==> src/rtl/dma4_pkg.sv <==
`timescale 1ns/1ps
package dma4_pkg;
  typedef enum logic [1:0] {
    ST_IDLE = 2'd0,
    ST_HOLD = 2'd1,
    ST_ADDR = 2'd2,
    ST_XFER = 2'd3
  } dma_state_e;

  localparam int MODE_ROT_BIT  = 4;
  localparam int MODE_AUTO_BIT = 7;
  localparam logic [1:0] DIR_TO_MEM   = 2'b01;
  localparam logic [1:0] DIR_FROM_MEM = 2'b10;
endpackage

==> src/rtl/dma4_regs.sv <==
`timescale 1ns/1ps
module dma4_regs #(
  parameter int NUM_CH = 4,
  parameter int DATA_W = 8,
  parameter int CNT_W  = 14,
  localparam int CH_W   = $clog2(NUM_CH),
  localparam int ADDR_W = 2 * DATA_W
) (
  input  logic                          clk_i,
  input  logic                          rst_ni,
  input  logic                          wr_en_i,
  input  logic [CH_W-1:0]               wr_ch_i,
  input  logic                          wr_cnt_i,
  input  logic                          wr_hi_i,
  input  logic [DATA_W-1:0]             wr_data_i,
  input  logic                          step_i,
  input  logic [CH_W-1:0]               step_ch_i,
  input  logic                          reload_i,
  output logic [NUM_CH-1:0][ADDR_W-1:0] addr_o,
  output logic [NUM_CH-1:0][ADDR_W-1:0] cnt_o
);

  function automatic logic [ADDR_W-1:0] put_byte(input logic [ADDR_W-1:0] v,
                                                 input logic hi,
                                                 input logic [DATA_W-1:0] b);
    logic [ADDR_W-1:0] r;
    r = v;
    if (hi) r[ADDR_W-1:DATA_W] = b;
    else    r[DATA_W-1:0]      = b;
    return r;
  endfunction

  for (genvar c = 0; c < NUM_CH; c++) begin : g_ch
    logic [ADDR_W-1:0] addr_q, cnt_q, sh_addr_q, sh_cnt_q;
    logic hit_wr, hit_step, at_end;

    assign hit_wr   = wr_en_i && (wr_ch_i == CH_W'(c));
    assign hit_step = step_i && (step_ch_i == CH_W'(c));
    assign at_end   = (cnt_q[CNT_W-1:0] == '0);

    always_ff @(posedge clk_i or negedge rst_ni) begin
      if (!rst_ni) begin
        sh_addr_q <= '0;
        sh_cnt_q  <= '0;
      end else if (hit_wr) begin
        if (wr_cnt_i) sh_cnt_q  <= put_byte(sh_cnt_q, wr_hi_i, wr_data_i);
        else          sh_addr_q <= put_byte(sh_addr_q, wr_hi_i, wr_data_i);
      end
    end

    // processor write takes precedence over a same-cycle transfer step
    always_ff @(posedge clk_i or negedge rst_ni) begin
      if (!rst_ni) begin
        addr_q <= '0;
        cnt_q  <= '0;
      end else if (hit_wr) begin
        if (wr_cnt_i) cnt_q  <= put_byte(cnt_q, wr_hi_i, wr_data_i);
        else          addr_q <= put_byte(addr_q, wr_hi_i, wr_data_i);
      end else if (hit_step) begin
        if (at_end) begin
          if (reload_i) begin
            addr_q <= sh_addr_q;
            cnt_q  <= sh_cnt_q;
          end else begin
            addr_q <= addr_q + ADDR_W'(1);
          end
        end else begin
          addr_q <= addr_q + ADDR_W'(1);
          cnt_q  <= cnt_q - ADDR_W'(1);
        end
      end
    end

    assign addr_o[c] = addr_q;
    assign cnt_o[c]  = cnt_q;
  end

endmodule

==> src/rtl/dma4_arb.sv <==
`timescale 1ns/1ps
module dma4_arb #(
  parameter int NUM_CH = 4,
  localparam int CH_W = $clog2(NUM_CH)
) (
  input  logic              clk_i,
  input  logic              rst_ni,
  input  logic [NUM_CH-1:0] req_i,
  input  logic              rotate_i,
  input  logic              adv_i,
  input  logic [CH_W-1:0]   adv_ch_i,
  output logic [CH_W-1:0]   gnt_ch_o,
  output logic              gnt_vld_o
);

  logic [CH_W-1:0] top_q;

  always_ff @(posedge clk_i or negedge rst_ni) begin
    if (!rst_ni)                top_q <= '0;
    else if (adv_i && rotate_i) top_q <= adv_ch_i + CH_W'(1);
  end

  always_comb begin : p_pick
    logic [CH_W-1:0] base;
    logic [CH_W-1:0] idx;
    base      = rotate_i ? top_q : '0;
    gnt_vld_o = 1'b0;
    gnt_ch_o  = '0;
    for (int i = 0; i < NUM_CH; i++) begin
      idx = base + CH_W'(i);
      if (!gnt_vld_o && req_i[idx]) begin
        gnt_vld_o = 1'b1;
        gnt_ch_o  = idx;
      end
    end
  end

endmodule

==> src/rtl/dma4_seq.sv <==
`timescale 1ns/1ps
module dma4_seq
  import dma4_pkg::*;
#(
  parameter int NUM_CH = 4,
  localparam int CH_W = $clog2(NUM_CH)
) (
  input  logic            clk_i,
  input  logic            rst_ni,
  input  logic            req_any_i,
  input  logic            hlda_i,
  input  logic            ready_i,
  input  logic [CH_W-1:0] gnt_ch_i,
  output logic [CH_W-1:0] act_ch_o,
  output logic            hrq_o,
  output logic            in_cycle_o,
  output logic            strobe_o,
  output logic            done_o
);

  dma_state_e state_q, state_d;

  always_comb begin
    state_d = state_q;
    unique case (state_q)
      ST_IDLE: if (req_any_i) state_d = ST_HOLD;
      ST_HOLD: begin
        if (!req_any_i)  state_d = ST_IDLE;
        else if (hlda_i) state_d = ST_ADDR;
      end
      ST_ADDR: state_d = ST_XFER;
      ST_XFER: if (ready_i) state_d = ST_HOLD;
      default: state_d = ST_IDLE;
    endcase
  end

  always_ff @(posedge clk_i or negedge rst_ni) begin
    if (!rst_ni) begin
      state_q  <= ST_IDLE;
      act_ch_o <= '0;
    end else begin
      state_q <= state_d;
      if (state_q == ST_HOLD && state_d == ST_ADDR) act_ch_o <= gnt_ch_i;
    end
  end

  assign hrq_o      = (state_q != ST_IDLE);
  assign in_cycle_o = (state_q == ST_ADDR) || (state_q == ST_XFER);
  assign strobe_o   = (state_q == ST_XFER);
  assign done_o     = (state_q == ST_XFER) && ready_i;

  a_r2_cycle_needs_hlda: assert property (@(posedge clk_i) disable iff (!rst_ni)
    $rose(in_cycle_o) |-> $past(hlda_i));

  a_r10_wait_stretch: assert property (@(posedge clk_i) disable iff (!rst_ni)
    (strobe_o && !ready_i) |=> (strobe_o && $stable(act_ch_o)));

endmodule

==> src/rtl/dma4_ctrl.sv <==
`timescale 1ns/1ps
module dma4_ctrl
  import dma4_pkg::*;
#(
  parameter int NUM_CH = 4,
  parameter int DATA_W = 8,
  parameter int CNT_W  = 14,
  localparam int CH_W   = $clog2(NUM_CH),
  localparam int ADDR_W = 2 * DATA_W,
  localparam int SEL_W  = CH_W + 2
) (
  input  logic              clk_i,
  input  logic              rst_ni,
  input  logic              cs_i,
  input  logic              wr_i,
  input  logic              rd_i,
  input  logic [SEL_W-1:0]  reg_sel_i,
  input  logic [DATA_W-1:0] wdata_i,
  output logic [DATA_W-1:0] rdata_o,
  input  logic [NUM_CH-1:0] dreq_i,
  input  logic              hlda_i,
  input  logic              ready_i,
  output logic              hrq_o,
  output logic [NUM_CH-1:0] dack_no,
  output logic [ADDR_W-1:0] addr_o,
  output logic              addr_oe_o,
  output logic              mem_rd_o,
  output logic              mem_wr_o,
  output logic              io_rd_o,
  output logic              io_wr_o,
  output logic              tc_o
);

  logic cpu_wr, cpu_rd, sel_mode, sel_ch, sel_cnt;
  logic [CH_W-1:0] sel_idx;
  logic ptr_q;
  logic [DATA_W-1:0] mode_q;
  logic [NUM_CH-1:0] tc_q, tc_set, req;
  logic upd_q;
  logic [CH_W-1:0] upd_ch_q;
  logic [NUM_CH-1:0][ADDR_W-1:0] addr_arr, cnt_arr;
  logic [CH_W-1:0] gnt_ch, act_ch;
  logic gnt_vld, in_cycle, strobe, done, tc_hit, auto_ld;
  logic [ADDR_W-1:0] rd_val;
  logic [1:0] dir;

  assign cpu_wr   = cs_i && wr_i;
  assign cpu_rd   = cs_i && rd_i;
  assign sel_mode = (reg_sel_i == SEL_W'(2 * NUM_CH));
  assign sel_ch   = (reg_sel_i < SEL_W'(2 * NUM_CH));
  assign sel_idx  = reg_sel_i[CH_W:1];
  assign sel_cnt  = reg_sel_i[0];
  assign auto_ld  = mode_q[MODE_AUTO_BIT];
  assign req      = dreq_i & mode_q[NUM_CH-1:0];

  // byte pointer: shared by all channel registers
  always_ff @(posedge clk_i or negedge rst_ni) begin
    if (!rst_ni)                                ptr_q <= 1'b0;
    else if (cpu_wr && sel_mode)                ptr_q <= 1'b0;
    else if ((cpu_wr || cpu_rd) && sel_ch)      ptr_q <= ~ptr_q;
  end

  always_ff @(posedge clk_i or negedge rst_ni) begin
    if (!rst_ni)                                mode_q <= '0;
    else if (cpu_wr && sel_mode)                mode_q <= wdata_i;
    else if (done && tc_hit && !auto_ld)        mode_q[act_ch] <= 1'b0;
  end

  assign tc_set = (done && tc_hit) ? (NUM_CH'(1) << act_ch) : '0;

  always_ff @(posedge clk_i or negedge rst_ni) begin
    if (!rst_ni) tc_q <= '0;
    else         tc_q <= ((cpu_rd && sel_mode) ? '0 : tc_q) | tc_set;
  end

  always_ff @(posedge clk_i or negedge rst_ni) begin
    if (!rst_ni) begin
      upd_q    <= 1'b0;
      upd_ch_q <= '0;
    end else if (done && tc_hit && auto_ld) begin
      upd_q    <= 1'b1;
      upd_ch_q <= act_ch;
    end else if (cpu_wr && sel_mode && wdata_i[MODE_AUTO_BIT]) begin
      upd_q <= 1'b0;
    end else if (done && act_ch == upd_ch_q) begin
      upd_q <= 1'b0;
    end
  end

  dma4_regs #(.NUM_CH(NUM_CH), .DATA_W(DATA_W), .CNT_W(CNT_W)) i_regs (
    .clk_i     (clk_i),
    .rst_ni    (rst_ni),
    .wr_en_i   (cpu_wr && sel_ch),
    .wr_ch_i   (sel_idx),
    .wr_cnt_i  (sel_cnt),
    .wr_hi_i   (ptr_q),
    .wr_data_i (wdata_i),
    .step_i    (done),
    .step_ch_i (act_ch),
    .reload_i  (auto_ld),
    .addr_o    (addr_arr),
    .cnt_o     (cnt_arr)
  );

  dma4_arb #(.NUM_CH(NUM_CH)) i_arb (
    .clk_i     (clk_i),
    .rst_ni    (rst_ni),
    .req_i     (req),
    .rotate_i  (mode_q[MODE_ROT_BIT]),
    .adv_i     (done),
    .adv_ch_i  (act_ch),
    .gnt_ch_o  (gnt_ch),
    .gnt_vld_o (gnt_vld)
  );

  dma4_seq #(.NUM_CH(NUM_CH)) i_seq (
    .clk_i      (clk_i),
    .rst_ni     (rst_ni),
    .req_any_i  (gnt_vld),
    .hlda_i     (hlda_i),
    .ready_i    (ready_i),
    .gnt_ch_i   (gnt_ch),
    .act_ch_o   (act_ch),
    .hrq_o      (hrq_o),
    .in_cycle_o (in_cycle),
    .strobe_o   (strobe),
    .done_o     (done)
  );

  assign tc_hit = (cnt_arr[act_ch][CNT_W-1:0] == '0);
  assign dir    = cnt_arr[act_ch][ADDR_W-1:ADDR_W-2];

  always_comb begin
    rd_val  = sel_cnt ? cnt_arr[sel_idx] : addr_arr[sel_idx];
    rdata_o = '0;
    if (cpu_rd) begin
      if (sel_mode)    rdata_o = DATA_W'({upd_q, tc_q});
      else if (sel_ch) rdata_o = ptr_q ? rd_val[ADDR_W-1:DATA_W] : rd_val[DATA_W-1:0];
    end
  end

  assign dack_no   = in_cycle ? ~(NUM_CH'(1) << act_ch) : '1;
  assign addr_oe_o = in_cycle;
  assign addr_o    = in_cycle ? addr_arr[act_ch] : '0;
  assign mem_wr_o  = strobe && (dir == DIR_TO_MEM);
  assign io_rd_o   = strobe && (dir == DIR_TO_MEM);
  assign mem_rd_o  = strobe && (dir == DIR_FROM_MEM);
  assign io_wr_o   = strobe && (dir == DIR_FROM_MEM);
  assign tc_o      = in_cycle && tc_hit;

  a_r2_dack_onehot: assert property (@(posedge clk_i) disable iff (!rst_ni)
    $onehot0(~dack_no));

  a_r3_addr_step: assert property (@(posedge clk_i) disable iff (!rst_ni)
    (done && !tc_hit && !(cpu_wr && sel_ch))
      |=> addr_arr[$past(act_ch)] == ($past(addr_arr[act_ch]) + ADDR_W'(1)));

  a_r7_tc_status: assert property (@(posedge clk_i) disable iff (!rst_ni)
    (done && tc_hit) |=> tc_q[$past(act_ch)]);

  a_r12_idle_quiet: assert property (@(posedge clk_i) disable iff (!rst_ni)
    !hrq_o |-> (&dack_no && !addr_oe_o && !mem_rd_o && !mem_wr_o));

endmodule

==> config.mk <==
export PLATFORM = sky130hd
export DESIGN_NAME = dma4_ctrl
export DESIGN_NICKNAME = d
export VERILOG_FILES = /design/src/rtl/dma4_pkg.sv /design/src/rtl/dma4_regs.sv /design/src/rtl/dma4_arb.sv /design/src/rtl/dma4_seq.sv /design/src/rtl/dma4_ctrl.sv
export SDC_FILE = /design/constraint.sdc
export NUM_CORES = 1
export LEC_CHECK = 0
export ABC_AREA = 1
export BUFFER_PORTS_ARGS = -buffer_cell sky130_fd_sc_hd__buf_2
export CAP_MARGIN = 10
export CORE_MARGIN = 2
export CORE_UTILIZATION = 60
export DETAILED_ROUTE_END_ITERATION = 7
export GPL_TIMING_DRIVEN = 0
export PLACE_DENSITY_LB_ADDON = 0.25
export SLEW_MARGIN = 20
export SYNTH_ARGS = -nofsm -noshare
export SYNTH_HDL_FRONTEND = slang
export SYNTH_SLANG_ARGS = --single-unit
==> constraint.sdc <==
create_clock -name clk_i -period 2.7 [get_ports clk_i]
set_input_delay 0.27 -clock clk_i [delete_from_list [all_inputs] [get_ports clk_i]]
set_output_delay 0.27 -clock clk_i [all_outputs]
set_load 0.03 [all_outputs]
---- Word-level counts from Yosys, hierarchy flattened ----
Index checks and enable logic that the tools add are counted.
operators by class
  magnitude comparators ................... 9
  shift operators ......................... 1
  reductions and logical operators ........ 83
  equality and inequality tests ........... 34
  mux-type cells .......................... 84
  bitwise operators ....................... 7
  $add $sub $neg .......................... 12
operators by type and width
  kind                                                    number
  two-way mux 16 bit                                      40
  binary-select mux 16 bit (select 2 bit)                 4
  AND reduction 3 bit                                     24
  logical NOT 14 bit                                      5
  adder 16 x 1 -> 16 bit (second input constant)          4
  two-way mux 8 bit                                       8
  subtractor 16 x 1 -> 16 bit (second input constant)     4
  inequality test 2 bit (second input constant)           16
  AND reduction 4 bit                                     8
  logical AND 1 bit                                       29
  < comparator 2 x 3 -> 1 bit (second input constant)     6
  two-way mux 2 bit                                       9
  == test 2 bit (second input constant)                   8
  two-way mux 1 bit                                       14
  nonzero test 2 bit                                      7
  two-way mux 4 bit                                       3
  inequality test 3 x 2 -> 1 bit (second input constant)  4
  bitwise AND 8 bit                                       1
  binary-select mux 1 bit (select 2 bit)                  4
  == test 2 x 1 -> 1 bit (second input constant)          4
  inverter 4 -> 8 bit                                     1
  case mux 2 bit (4 select lines)                         1
  logical NOT 2 bit                                       3
  adder 2 x 1 -> 2 bit (second input constant)            2
  15 further kinds                                        21
storage, ports and cells
  output and inout port bits .............. 35
  flip-flop bits (word level) ............. 278
  input port bits ......................... 23

---- Longest topological paths before layout ----
  depth after elaboration ................. 17
  gate-level depth with buffers ........... 12
  mapped depth without buffers ............ 12

---- By module ----
Synthesis repeated with hierarchy kept, for this count alone.
unflattened totals
  cell total of the unflattened synthesis .. 2,858
  area, all modules ....................... 18,697.9 um2
by module, submodules not included
  module     area each (um2)  times used  cells an instance
  dma4_regs  15,423.5         1           2,268
  dma4_ctrl  2,661.3          1           492
  dma4_arb   416.6            1           70
  dma4_seq   196.4            1           28

---- Least setup slack after synthesis ----
Ideal clock, no wire load.
  path kind ............................... register -> register
  start ................................... reg i_seq.act_ch_o[0]
  end ..................................... reg i_regs.g_ch[2].addr_q[5]
  setup time .............................. 0.134 ns
  arrival ................................. 2.305 ns
  path slack .............................. 0.261 ns
  buffers on the path ..................... 3
  required time ........................... 2.566 ns
  cell stages (with the launch flop) ...... 13
  clock period less this slack ............ 2.439 ns
  cells stage by stage .................... dfrtp_1 > inv_1 > clkbuf_1 > clkbuf_1 > ha_1 > nand2_1 > nor2_1 > nand2_1 > inv_1 > nor2_4 > buf_2 > nor2_1 > a22oi_1
between the ends
  word-level cells in the longest chain between the ends .. 4
ends and longest elaborated chain
  item                           line             text
  start, declared                dma4_seq.sv:14   output logic [CH_W-1:0] act_ch_o,
  start signal, assigned         dma4_seq.sv:43   if (state_q == ST_HOLD && state_d == ST_ADDR) act_ch_o <= gnt_ch_i;
  == test 2 bit                  dma4_regs.sv:38  assign hit_step = step_i && (step_ch_i == CH_W'(c));
  logical AND 1 bit              dma4_regs.sv:38
  nonzero test 2 bit (no line)   --
  AND reduction 3 bit (no line)  --
  end signal, assigned           dma4_regs.sv:58  else addr_q <= put_byte(addr_q, wr_hi_i, wr_data_i);
  end signal, assigned           dma4_regs.sv:62  addr_q <= sh_addr_q;
  end signal, assigned           dma4_regs.sv:65  addr_q <= addr_q + ADDR_W'(1);
  end, declared                  dma4_regs.sv:34  logic [ADDR_W-1:0] addr_q, cnt_q, sh_addr_q, sh_cnt_q;
No other way between the ends.
A chain may end at the register's enable or synchronous reset.

---- Final worst setup path ----
  start ................................... reg i_regs.g_ch[0].cnt_q[5]
  end ..................................... out rdata_o[5]
between the ends
  word-level cells in the longest chain between the ends .. 7
ends and longest elaborated chain
  item                                      line              text
  start, declared                           dma4_regs.sv:34
  start signal, assigned                    dma4_regs.sv:57   if (wr_cnt_i) cnt_q <= put_byte(cnt_q, wr_hi_i, wr_data_i);
  start signal, assigned                    dma4_regs.sv:63   cnt_q <= sh_cnt_q;
  start signal, assigned                    dma4_regs.sv:69   cnt_q <= cnt_q - ADDR_W'(1);
  binary-select mux 16 bit (select 2 bit)   dma4_ctrl.sv:134  rd_val = sel_cnt ? cnt_arr[sel_idx] : addr_arr[sel_idx];
  two-way mux 16 bit (implied by the code)  dma4_ctrl.sv:134
  two-way mux 16 bit                        dma4_ctrl.sv:134
  two-way mux 8 bit (2 in a row)            dma4_ctrl.sv:138  else if (sel_ch) rdata_o = ptr_q ? rd_val[ADDR_W-1:DATA_W] : rd_val[DATA_W-1:0];
  two-way mux 8 bit                         dma4_ctrl.sv:137  if (sel_mode) rdata_o = DATA_W'({upd_q, tc_q});
  two-way mux 8 bit                         dma4_ctrl.sv:136  if (cpu_rd) begin
  end, declared                             dma4_ctrl.sv:19   output logic [DATA_W-1:0] rdata_o,
No other way between the ends. The select of a mux whose other input is x is not followed.

==> flow_summary.json <==
{
  "outcome": "complete, but fails checks",
  "failed_checks": "setup timing",
  "area_growth_pct": 12.3,
  "drv_slew": 0,
  "power.density_mw_per_mm2": 896,
  "endpoint_kind": "output pin",
  "clockPowerShare": 0.264,
  "setup_viol": 5,
  "antenna_found_initial": 2,
  "synth_edf_count": 0,
  "htree_levels": 1,
  "synth.mux.area_fraction": 0.000635,
  "numCtsBuffers": 31,
  "r2r_slack_ns": 0.06,
  "drc": 0,
  "critical_path_class": "reg -> out",
  "synth_adder_area_share": 0.0113,
  "syn_area_mm2": 0.0177,
  "fin_hold_ws_ns": 0.135,
  "ys_seq_elements": 276,
  "power_frac_comb": 0.388,
  "num_io_pins": 58,
  "dieArea_mm2": 0.0310,
  "vias_per_cell": 6.39,
  "die_height_um": 176,
  "p_sw_frac": 0.424,
  "seq_area_frac_synth": 0.389,
  "grtUsageTotal": 0.444,
  "synth_commonest_cells": "685 x nand2_1, 318 x o21ai_0, 307 x nor2_1, 276 x dfrtp_1, 258 x inv_1",
  "yosysMostFrequentCell": "nand2_1",
  "synth_area_leaders": "dfrtp_1 39%, nand2_1 14%, o21ai_0 9.0%",
  "synth_cell_types": 44,
  "crit-reg2reg-capture": "i_regs.g_ch[1].addr_q[13]$_DFFE_PN0P_",
  "timing.critical_path.to": "rdata_o[5]",
  "synthXorXnorAreaFrac": 0.0133,
  "yosys_warnings": 0,
  "cp-startpoint": "i_regs.g_ch[0].cnt_q[5]$_DFFE_PN0P_",
  "die_w_um": 176,
  "design_area_mm2": 0.0199,
  "cap_violations": 0,
  "fin_tns_setup_ns": -0.108,
  "start_util": 0.613,
  "synth_compound_area_frac": 0.184,
  "wire_per_inst_um": 22.2,
  "start_kind": "flop",
  "dp_hpwl_mm": 52.1,
  "path_max_fanout": 5,
  "hold_viol_final": 0,
  "syn_inst": 2620,
  "synth_top_family_by_area": "simple AND/OR/NAND/NOR gates",
  "synth_largest_area_cell": "dfrtp_1",
  "synthArstFlopShare": 1.00,
  "nets": 2758,
  "synth-simple-area-share": 0.317,
  "synth_area_per_cell_um2": 6.77,
  "drive_gt1_frac": 0.108,
  "reg2regPathDepth": 10,
  "min_path_cells": 4,
  "core_area_mm2": 0.0289,
  "ant_nets": 0,
  "synth-main-ff-cell": "dfrtp_1",
  "clkLatencyLatePin_ns": 0.61,
  "num_vias": 19978,
  "fmax_ghz": 0.364,
  "final_core_util": 0.689,
  "drt_iter0_markers": 2906,
  "grt_max_degree": 101,
  "leakage_nw": 10.1,
  "wl_mm": 69.5,
  "cts_tree": "yes",
  "power_mw": 17.9,
  "ir_drop_uv": 821,
  "worst_ep_required_time_ns": 2.43,
  "rr_startpoint": "i_seq.act_ch_o[1]$_DFFE_PN0P_",
  "n_antenna_cell": 0,
  "slew_headroom": 0.101,
  "clk_pin_slew_ns": 0.06,
  "rsz0062_at_grt": "yes",
  "intPower_mw": 10.3,
  "syn_nets": 2659,
  "netSwitchingPower_mw": 7.56,
  "hold_class": "in -> reg",
  "skew_ns": 0.0169,
  "drt_pre_antenna_iters": 8,
  "grt_pass1_vias": 18379,
  "rows": 62,
  "io_buffers": 57,
  "routabilityCongestion": 1.04,
  "synth.top_cell.area_share": 0.389,
  "clock_path_buffers": 3,
  "grt-ovfl-total": 0,
  "worstMarginPinSlew_ns": 1.35,
  "cp.arrival_ns": 2.48,
  "power_frac_seq": 0.348,
  "grt_pass1_wl_mm": 105,
  "clock_sinks": 276,
  "period_share": 1.02,
  "period_needed_ns": 2.75,
  "cts_root_buf": "clkbuf_16",
  "place_area_mm2": 0.0186,
  "fin_ws_ns": -0.0508
}
repair_timing:
action | CTS | global route
gates resized for setup | 31 | 38
endpoints found under the hold margin | 51 | 0
setup buffers | 3 | 3
hold buffers | 3 | 0
pin swaps | 2 | 0
endpoints found under the setup margin | 121 | 48
cells by family after synthesis:
group / Yosys count
DFF: 276
and+or+nand+nor: 1321
adders and majority gates: 16
buffers and inverters: 388
muxes: 1
AOI/OAI and AO/OA: 591
xor gates and xnor gates: 27
worst max-delay path: stages (launching register included):
cell	delay [ns]
dfrtp_1	0.51
nand2_1	0.14
o21ai_0	0.12
o21ai_1	0.31
nand3_1	0.32
nor2_1	0.18
nor2_1	0.09
buf_2	0.19
sequential cells by signal, indices dropped and copies added, names as in the netlist, 4 cells and up:
name / count
i_regs.g_ch.addr_q: 64
i_regs.g_ch.cnt_q: 64
i_regs.g_ch.sh_addr_q: 64
i_regs.g_ch.sh_cnt_q: 64
mode_q: 6
tc_q: 4
how the worst min path moves through the flow:
stage / start / end
floorplan: rst_ni / i_arb.top_q[0]$_DFFE_PN0P_
global placement: i_regs.g_ch[2].sh_cnt_q[10]$_DFFE_PN0P_ / i_regs.g_ch[2].sh_cnt_q[10]$_DFFE_PN0P_
detailed placement: rst_ni / i_regs.g_ch[2].addr_q[13]$_DFFE_PN0P_
CTS: ready_i / i_seq.state_q[1]$_DFF_PN0_
global route: ready_i / i_seq.state_q[1]$_DFF_PN0_
finish: ready_i / i_seq.state_q[1]$_DFF_PN0_
power groups by stage:
stage          clock, mW  sequential, mW  combinational, mW
5_1_grt             4.82            6.29               7.72
2_1_floorplan          0            5.84               4.93
3_3_place_gp           0            6.16               6.42
3_5_place_dp           0            6.18               6.60
4_1_cts             4.65            6.12               6.66
6_report            4.71            6.21               6.93
per-layer routing:
layer / track usage / wire length [µm]
met1: 0.613 / 26700
met2: 0.638 / 28200
met3: 0.134 / 10000
met4: 0.211 / 4470
met5: 0.0128 / 57
layout by cell type, fill, tap and decap left out, drive strengths merged:
cell and instances:
clkinv 9, nor3 30, xor2 24, dlygate4sd3 3, o22ai 79, or2 21, nand2 697, a22o 1
nand3b 14, ha 16, a31oi 4, o21ai 329, inv 289, nand3 197, buf 103, a21boi 1
clkinvlp 3, nand4 33, mux2 1, o211ai 46, a22oi 18, a21oi 113, dfrtp 276, and3 2
nor2 327, xnor2 3, bufinv 6, clkbuf 99
area by class of cell:
cell class	count	area [µm²]
Multi-Input combinational cell	1956	9440
Fill cell	2512	9000
Buffer	98	459
Sequential cell	276	6910
Tap cell	384	480
Clock inverter	20	269
Timing Repair Buffer	69	455
Inverter	287	1080
Clock buffer	38	842
stage by stage:
stage	setup WS (ns)	instances
floorplan	0.261	2620
global placement	-3.73	3061
detailed placement	-0.862	3064
CTS	0.0181	3127
global route	-0.0130	3128
finish	-0.0508	3128
Power figures use the tool's default switching activity.
